**src/rtl/lane_flag_cond.sv**
```systemverilog
module lane_flag_cond #(
  parameter int LANES = 16
) (
  input  logic             clk,
  input  logic             rst_n,
  input  logic             valid,
  input  logic [6:0]       cond,
  input  logic [LANES-1:0] add_z,
  input  logic [LANES-1:0] add_n,
  input  logic [LANES-1:0] add_c,
  input  logic [LANES-1:0] mul_z,
  input  logic [LANES-1:0] mul_n,
  input  logic [LANES-1:0] mul_c,
  output logic [LANES-1:0] add_we,
  output logic [LANES-1:0] mul_we,
  output logic [LANES-1:0] flag_a,
  output logic [LANES-1:0] flag_b,
  output logic             cond_err
);

  logic [1:0] add_push, mul_push, add_pred, mul_pred, push;
  logic [3:0] add_upd, mul_upd, upd, k;
  logic       add_pe, mul_pe, bad, mul_mod;
  logic [LANES-1:0] tz, tn, tc, t, nxt_a, nxt_b;

  function automatic logic [LANES-1:0] pick(input logic [1:0] p,
                                            input logic [LANES-1:0] a,
                                            input logic [LANES-1:0] b);
    case (p)
      2'd0:    return a;
      2'd1:    return b;
      2'd2:    return ~a;
      default: return ~b;
    endcase
  endfunction

  always_comb begin
    add_push = '0; mul_push = '0; add_upd = '0; mul_upd = '0;
    add_pred = '0; mul_pred = '0; add_pe = 1'b0; mul_pe = 1'b0; bad = 1'b0;
    if (cond == 7'd0) begin
    end else if (cond[6:4] == 3'b000) begin
      if (cond[3:2] == 2'd0) add_push = cond[1:0];
      else begin add_upd = cond[3:0]; bad = cond[3:0] > 4'd12; end
    end else if (cond[6:4] == 3'b001) begin
      if (cond[3:0] == 4'd0) bad = 1'b1;
      else if (cond[3:2] == 2'd0) mul_push = cond[1:0];
      else begin mul_upd = cond[3:0]; bad = cond[3:0] > 4'd12; end
    end else if (cond[6:4] == 3'b010) begin
      add_pe = 1'b1; add_pred = cond[3:2]; mul_push = cond[1:0];
    end else if (cond[6:4] == 3'b011) begin
      mul_pe = 1'b1; mul_pred = cond[3:2]; add_push = cond[1:0];
    end else begin
      mul_pe = 1'b1; mul_pred = cond[5:4];
      if (cond[3:2] == 2'd0) begin add_pe = 1'b1; add_pred = cond[1:0]; end
      else begin add_upd = cond[3:0]; bad = cond[3:0] > 4'd12; end
    end
  end

  assign mul_mod = (mul_push != 2'd0) || (mul_upd != 4'd0);
  assign tz      = mul_mod ? mul_z : add_z;
  assign tn      = mul_mod ? mul_n : add_n;
  assign tc      = mul_mod ? mul_c : add_c;
  assign push    = add_push | mul_push;
  assign upd     = add_upd | mul_upd;
  assign k       = upd - 4'd1;

  always_comb begin
    nxt_a = flag_a;
    nxt_b = flag_b;
    t     = k[3] ? tc : (k[2] ? tn : tz);
    if (push != 2'd0) begin
      nxt_b = flag_a;
      nxt_a = (push == 2'd1) ? tz : (push == 2'd2) ? tn : tc;
    end else if (upd != 4'd0) begin
      case (k[1:0])
        2'd0:    nxt_a = flag_a & t;
        2'd1:    nxt_a = flag_a & ~t;
        2'd2:    nxt_a = ~(flag_a | ~t);
        default: nxt_a = ~(flag_a | t);
      endcase
    end
  end

  always_ff @(posedge clk) begin
    if (!rst_n) begin
      flag_a <= '0;
      flag_b <= '0;
    end else if (valid && !bad) begin
      flag_a <= nxt_a;
      flag_b <= nxt_b;
    end
  end

  assign cond_err = valid && bad;
  assign add_we   = (valid && !bad) ? (add_pe ? pick(add_pred, flag_a, flag_b) : '1) : '0;
  assign mul_we   = (valid && !bad) ? (mul_pe ? pick(mul_pred, flag_a, flag_b) : '1) : '0;

endmodule


```
**config.mk**
```make
export PLATFORM = sky130hd
export DESIGN_NAME = lane_flag_cond
export DESIGN_NICKNAME = d
export VERILOG_FILES = /design/src/rtl/lane_flag_cond.sv
export SDC_FILE = /design/constraint.sdc
export NUM_CORES = 1
export LEC_CHECK = 0
export ABC_AREA = 1
export BUFFER_PORTS_ARGS = -buffer_cell sky130_fd_sc_hd__buf_2
export CAP_MARGIN = 40
export CELL_PAD_IN_SITES_DETAIL_PLACEMENT = 1
export CELL_PAD_IN_SITES_GLOBAL_PLACEMENT = 1
export CORE_MARGIN = 5
export CORE_UTILIZATION = 33
export DETAILED_ROUTE_END_ITERATION = 8
export PLACE_DENSITY = 0.79
export SYNTH_ARGS = -nofsm -noshare
export SYNTH_HDL_FRONTEND = slang
export SYNTH_SLANG_ARGS = --single-unit
```
**constraint.sdc**
```tcl
create_clock -name clk -period 2.96 [get_ports clk]
set_input_delay 0.148 -clock clk [delete_from_list [all_inputs] [get_ports clk]]
set_output_delay 0.148 -clock clk [all_outputs]
set_load 0.05 [all_outputs]
```
# [Word-level counts from Yosys, hierarchy flattened]
# Index checks and enable logic that the tools add are counted.
[word_totals] ff_bits=32 inputBits=106 output_inout_bits=65 elab_cells=108
[op_classes] addsub=1 order_cmp=1 n_eq_ne=11 mux=64 bitwise=11 reduce_logical=18
[ops] cell="16-bit two-way mux" count=13
[ops] cell="16-bit case mux with 3 select lines" count=3
[ops] cell="16-bit NOT" count=5
[ops] cell="2-bit two-way mux" count=21
[ops] cell="4-bit two-way mux" count=10
[ops] cell="16-bit bitwise AND" count=2
[ops] cell="16-bit bitwise OR" count=2
[ops] cell="1-bit two-way mux" count=17
[ops] cell="2-bit by 1-bit equality test with 1-bit output (second input constant)" count=4
[ops] cell="2-bit equality test (second input constant)" count=4
[ops] cell="2-bit logical NOT" count=4
[ops] cell="4-bit nonzero test" count=2
[ops] cell="7-bit logical NOT" count=1
[ops] cell="3-bit by 2-bit equality test with 1-bit output (second input constant)" count=2
[ops] cell="2-bit nonzero test" count=3
[ops] cell="4-bit > comparator (second input constant)" count=1
[ops] cell="4-bit logical NOT" count=1
[ops] cell="4-bit bitwise OR" count=1
[ops] cell="2-bit AND reduction" count=2
[ops] cell="4-bit by 1-bit subtractor with 4-bit output (second input constant)" count=1
[ops] cell="3-bit by 1-bit equality test with 1-bit output (second input constant)" count=1
[ops] cell="3-bit logical NOT" count=1
[ops] cell="1-bit logical AND" count=2
[ops] cell="2-bit bitwise OR" count=1
[ops] cell="other kinds (2)" count=2

# [Logic depth before layout (Yosys ltp)]
[depth] depth_word=17 ltp_mapped=20 mapped_depth_nobuf=18

# [Least setup slack after synthesis]
# No wires, ideal clock.
[synth_timing] path_type="input -> register" startpoint="input port cond[2]" endpoint="register flag_a[1]" setup_ns=0.121 arrival_time_ns=2.217 required_ns=2.839 slack_ns=0.622 stages=19 path_buffers=2 cell_sequence="nor2_1 nor3_1 inv_1 ha_1 buf_2 clkinv_1 xor2_2 inv_2 buf_2 nand3_1 nand3_1 nand2_1 nand2_1 nand3_1 nand2_1 nand2_1 nand2_1 nand2_1 a21oi_1"
[synth_via] elab_chain_cells=17 word_cells_on_any_way=62 cone_classes="add/sub: 1; order compare: 1; eq/ne: 4; mux: 34; bitwise: 9; reduce/logical: 13"
[synth_rtl] element="start: declaration" line="7" rtl="input logic [6:0] cond,"
[synth_rtl] element="2-bit logical NOT" line="42, 46, 54"
[synth_rtl] element="4-bit two-way mux or 2-bit two-way mux (tied branches)" line="42, 46, 54"
[synth_rtl] element="4-bit two-way mux (tied with other cells)" line="50" rtl="end else if (cond[6:4] == 3'b011) begin"
[synth_rtl] element="4-bit two-way mux (tied with other cells)" line="48" rtl="end else if (cond[6:4] == 3'b010) begin"
[synth_rtl] element="4-bit two-way mux (tied with other cells)" line="44" rtl="end else if (cond[6:4] == 3'b001) begin"
[synth_rtl] element="4-bit two-way mux (tied with other cells)" line="41" rtl="end else if (cond[6:4] == 3'b000) begin"
[synth_rtl] element="4-bit two-way mux (tied with other cells)" line="40" rtl="if (cond == 7'd0) begin"
[synth_rtl] element="4-bit bitwise OR or 1-bit logical OR (tied branches)" line="64, 59"
[synth_rtl] element="4-bit by 1-bit subtractor with 4-bit output (tied with other cells)" line="65" rtl="assign k = upd - 4'd1;"
[synth_rtl] element="16-bit two-way mux (2 in series)" line="70" rtl="t = k[3] ? tc : (k[2] ? tn : tz);"
[synth_rtl] element="16-bit NOT" line="77, 78"
[synth_rtl] element="16-bit bitwise OR" line="78" rtl="2'd2: nxt_a = ~(flag_a | ~t);"
[synth_rtl] element="16-bit NOT" line="78"
[synth_rtl] element="16-bit case mux with 3 select lines" line="75" rtl="case (k[1:0])"
[synth_rtl] element="16-bit two-way mux" line="74" rtl="end else if (upd != 4'd0) begin"
[synth_rtl] element="16-bit two-way mux" line="71" rtl="if (push != 2'd0) begin"
[synth_rtl] element="end signal: assignment" line="89" rtl="flag_a <= nxt_a;"
[synth_rtl] element="end: declaration" line="16" rtl="output logic [LANES-1:0] flag_a,"
# Parallel ways exist; a longest one is shown, timed or not. The select of a mux whose other input is x is not followed.
# A chain may end at the register's enable or synchronous reset.

# [Worst setup path after layout]
[layout_timing] startpoint="input port cond[2]" endpoint="register flag_a[13]"
# The elaborated chain is that of the path after synthesis.

==> metrics.cfg <==
[clocking]
cts_tree=yes
htreeDepth=2
cts_inserted_buffers=5
clkLatencyLatePin_ns=0.28
root_buffer=clkbuf_16
clk_pin_slew_ns=0.05
cts_hold_buf=0
cts_resized=0
postCtsSetupBuffers=0
clock-sinks=32
clk_path_buf_depth=2

[floorplanning]
dieArea_sq_um=18440
die_w_um=135.8
start_util_pct=33.23
io_pins=171
rows=46
core-area_sq_um=15710
fp.dieH_um=135.8

[synthesis]
synth.largest_area_cell=nand2_1
syn_nets=1145
synthArstFlopShare_pct=0
synth_top_area_share_pct=25.16
syn_area_sq_um=5221
synth_warnings=0
ys_seq_area_share_pct=12.27
synth_cell_types=36
ys.flop_type=dfxtp_1
synth_edf_count=0
ys_ff_latch=32
syn_avg_cell_area_sq_um=5.045
syn_inst=1035
synth_area_leaders=nand2_1 25%, nand3_1 12%, dfxtp_1 12%

[finish]
n_antenna_cell=0
area_growth_syn_to_layout_pct=22.86
drive_gt1_share_pct=21.50
nFillCells=2337
fin_nets=1281
regArea_sq_um=640.6
final_cells=1388
multi_input_area_sq_um=3647

[grt]
grt_antenna_before_repair=0
grt_max_degree=57
overflow=0
grt_pass1_wl_mm=35.47
grt_usage_pct=23.35
grt_pass1_vias=7163

[route]
drtIter0Drc=440
drt-total-wl_mm=21.90
postRouteAntennaNets=0
num_vias=7259
drc=0
wl_per_cell_um=15.77
firstDrtPassIters=5
routed_via_density=5.230

[sta]
skew_ns=0.008803
slew_headroom_pct=42.21
hold_slack_ns=0.2633
finalSetupTns_ns=0
worstMarginPinSlew_ns=0.8648
period_share_pct=80.49
fin_crit_ns=2.383
hold_viol=0
grt_setup_unrepaired=false
maxSlewViolCount=0
max_freq_ghz=0.4197
setup_viol=0

[power_and_ir_drop]
power_mw=2.691
clockPowerShare_pct=23.6
p_per_area_nw_per_um2=419.5
vdd_drop_max_v=0.0001975
power_frac_comb_pct=56.4
p_sw_share_pct=49.57
p_seq_share_pct=20.0
leakagePower_nw=3.627
p_sw_mw=1.334
p_int_mw=1.357

[run]
drv_cap=0

[critical_path]
crit_family=simple AND/OR/NAND/NOR gates
crit_top_cell=nand2_1
crit_chain=buf_2 > nor2_1 > nor3_1 > inv_1 > ha_1 > clkinv_1 > xor2_2 > inv_2 > nand3_1 > nand3_1 > nand2_1 > nand2_1 > nand3_1 > nand2_1 > nand2_1 > nand2_1 > nand2_1 > a21oi_1
critPathBufInv=4
required_ns=3.16
critPathSlowestCell=inv_2
crit_path_start_kind=input port
path_max_fanout=16
crit_start=cond[2]
critical_path_class=input port to flop
cp.arrival_ns=2.58
r2r-start=flag_a[4]
cpPeakStageDelay_ns=0.30
critPathCaptureType=flop

[place]
io_buffers=170
hpwl_mm=17.32
place_inst=1380
place.gp.congestion=0.8871

[hold_path]
hold_class=input port to flop
worstHoldStart=rst_n

[outcome]
status=finished, final reports clean

worst register-to-register path: cells and delay by family (launching register included):
| family | cells | cell delay, ns |
|---|---|---|
| flip-flops | 1 | 0.52 |
| buffers and inverters | 1 | 0.18 |
| AO/OA/AOI/OAI | 1 | 0.06 |
| AND/OR/NAND/NOR | 5 | 0.35 |
placed cells by master (no fill, tap or decap), types with 8 or more instances in the layout:
cell / count
inv_2: 9
nand3_1: 130
nor3_1: 8
nor2_1: 25
a21oi_1: 51
or2_2: 25
o211ai_1: 8
nand4_1: 42
o21ai_0: 79
dfxtp_1: 32
nand2_1: 350
buf_4: 17
inv_1: 159
buf_2: 170
o21ai_1: 16
final timing paths:
path                            slack (ns)         end  cells past startpoint
worst max register to register        1.72   flag_a[4]                      7
worst min register to register        0.56   flag_a[6]                      2
worst max-delay path                  0.58  flag_a[13]                     18
worst min-delay path                  0.26   flag_b[0]                      3
cell families after synthesis:
family / Yosys count / share of synthesized area (%)
adders and majority gates: 4 / 0.9586
and+or+nand+nor: 597 / 50.68
xor gates and xnor gates: 1 / 0.3116
buffers and inverters: 231 / 17.88
DFF: 32 / 12.27
AOI/OAI and AO/OA: 170 / 17.90
registers in the layout (all words and copies together) (netlist names):
name    cells
flag_b     16
flag_a     16
Yosys cell counts (2+ instances only):
cell type	count
nor2_4	2
nor2_1	25
or2_2	25
ha_1	4
buf_2	15
inv_1	159
clkbuf_1	34
buf_1	5
a211oi_1	4
o211ai_1	8
o21ai_0	79
buf_6	5
dfxtp_1	32
nand4_1	42
nand3_2	2
a31oi_1	4
nand2_1	350
nor2_2	3
buf_4	2
o21ai_1	16
nor4_1	3
o31ai_1	2
nor3_1	8
nand2_2	6
a21oi_1	51
inv_2	9
nand3_1	130
o22ai_1	2
metal layers:
| layer | GRT usage [%] | vias up | part of all wire [%] |
|---|---|---|---|
| met5 | 0 | - | 0 |
| met3 | 2.972 | 37 | 6.8 |
| li1 | - | 3587 | - |
| met2 | 38.83 | 238 | 46 |
| met4 | 7.335 | 0 | 2.8 |
| met1 | 31.43 | 3397 | 45 |
metrics by stage:
step	setup slack, ns	cell area (sq um)	util [%]
2_1_floorplan	0.6219	5221	-
3_3_place_gp	0.3505	6217	39.57
3_5_place_dp	0.3252	6232	39.66
4_1_cts	0.5644	6415	40.83
5_1_grt	0.3058	6415	40.83
6_report	0.5774	6415	40.83
layout make-up:
cell class	count	share of cell area (%)
multi-input cells	772	56.86
repair buffers	190	16.11
flip-flops and latches	32	9.986
inverters	170	9.986
well taps	216	4.213
clock buffers	7	2.380
clock inverters	1	0.4681
power groups by stage:
stage                     registers, mW  clock network (mW)  logic (mW)
after global routing              0.544               0.665        1.68
after floorplan                   0.655                   0       0.963
final                             0.537               0.635        1.52
after detailed placement          0.545                   0        1.51
after CTS                         0.537               0.640        1.52
after global placement            0.545                   0        1.46
Note: power is estimated with default switching activity, not from simulation.
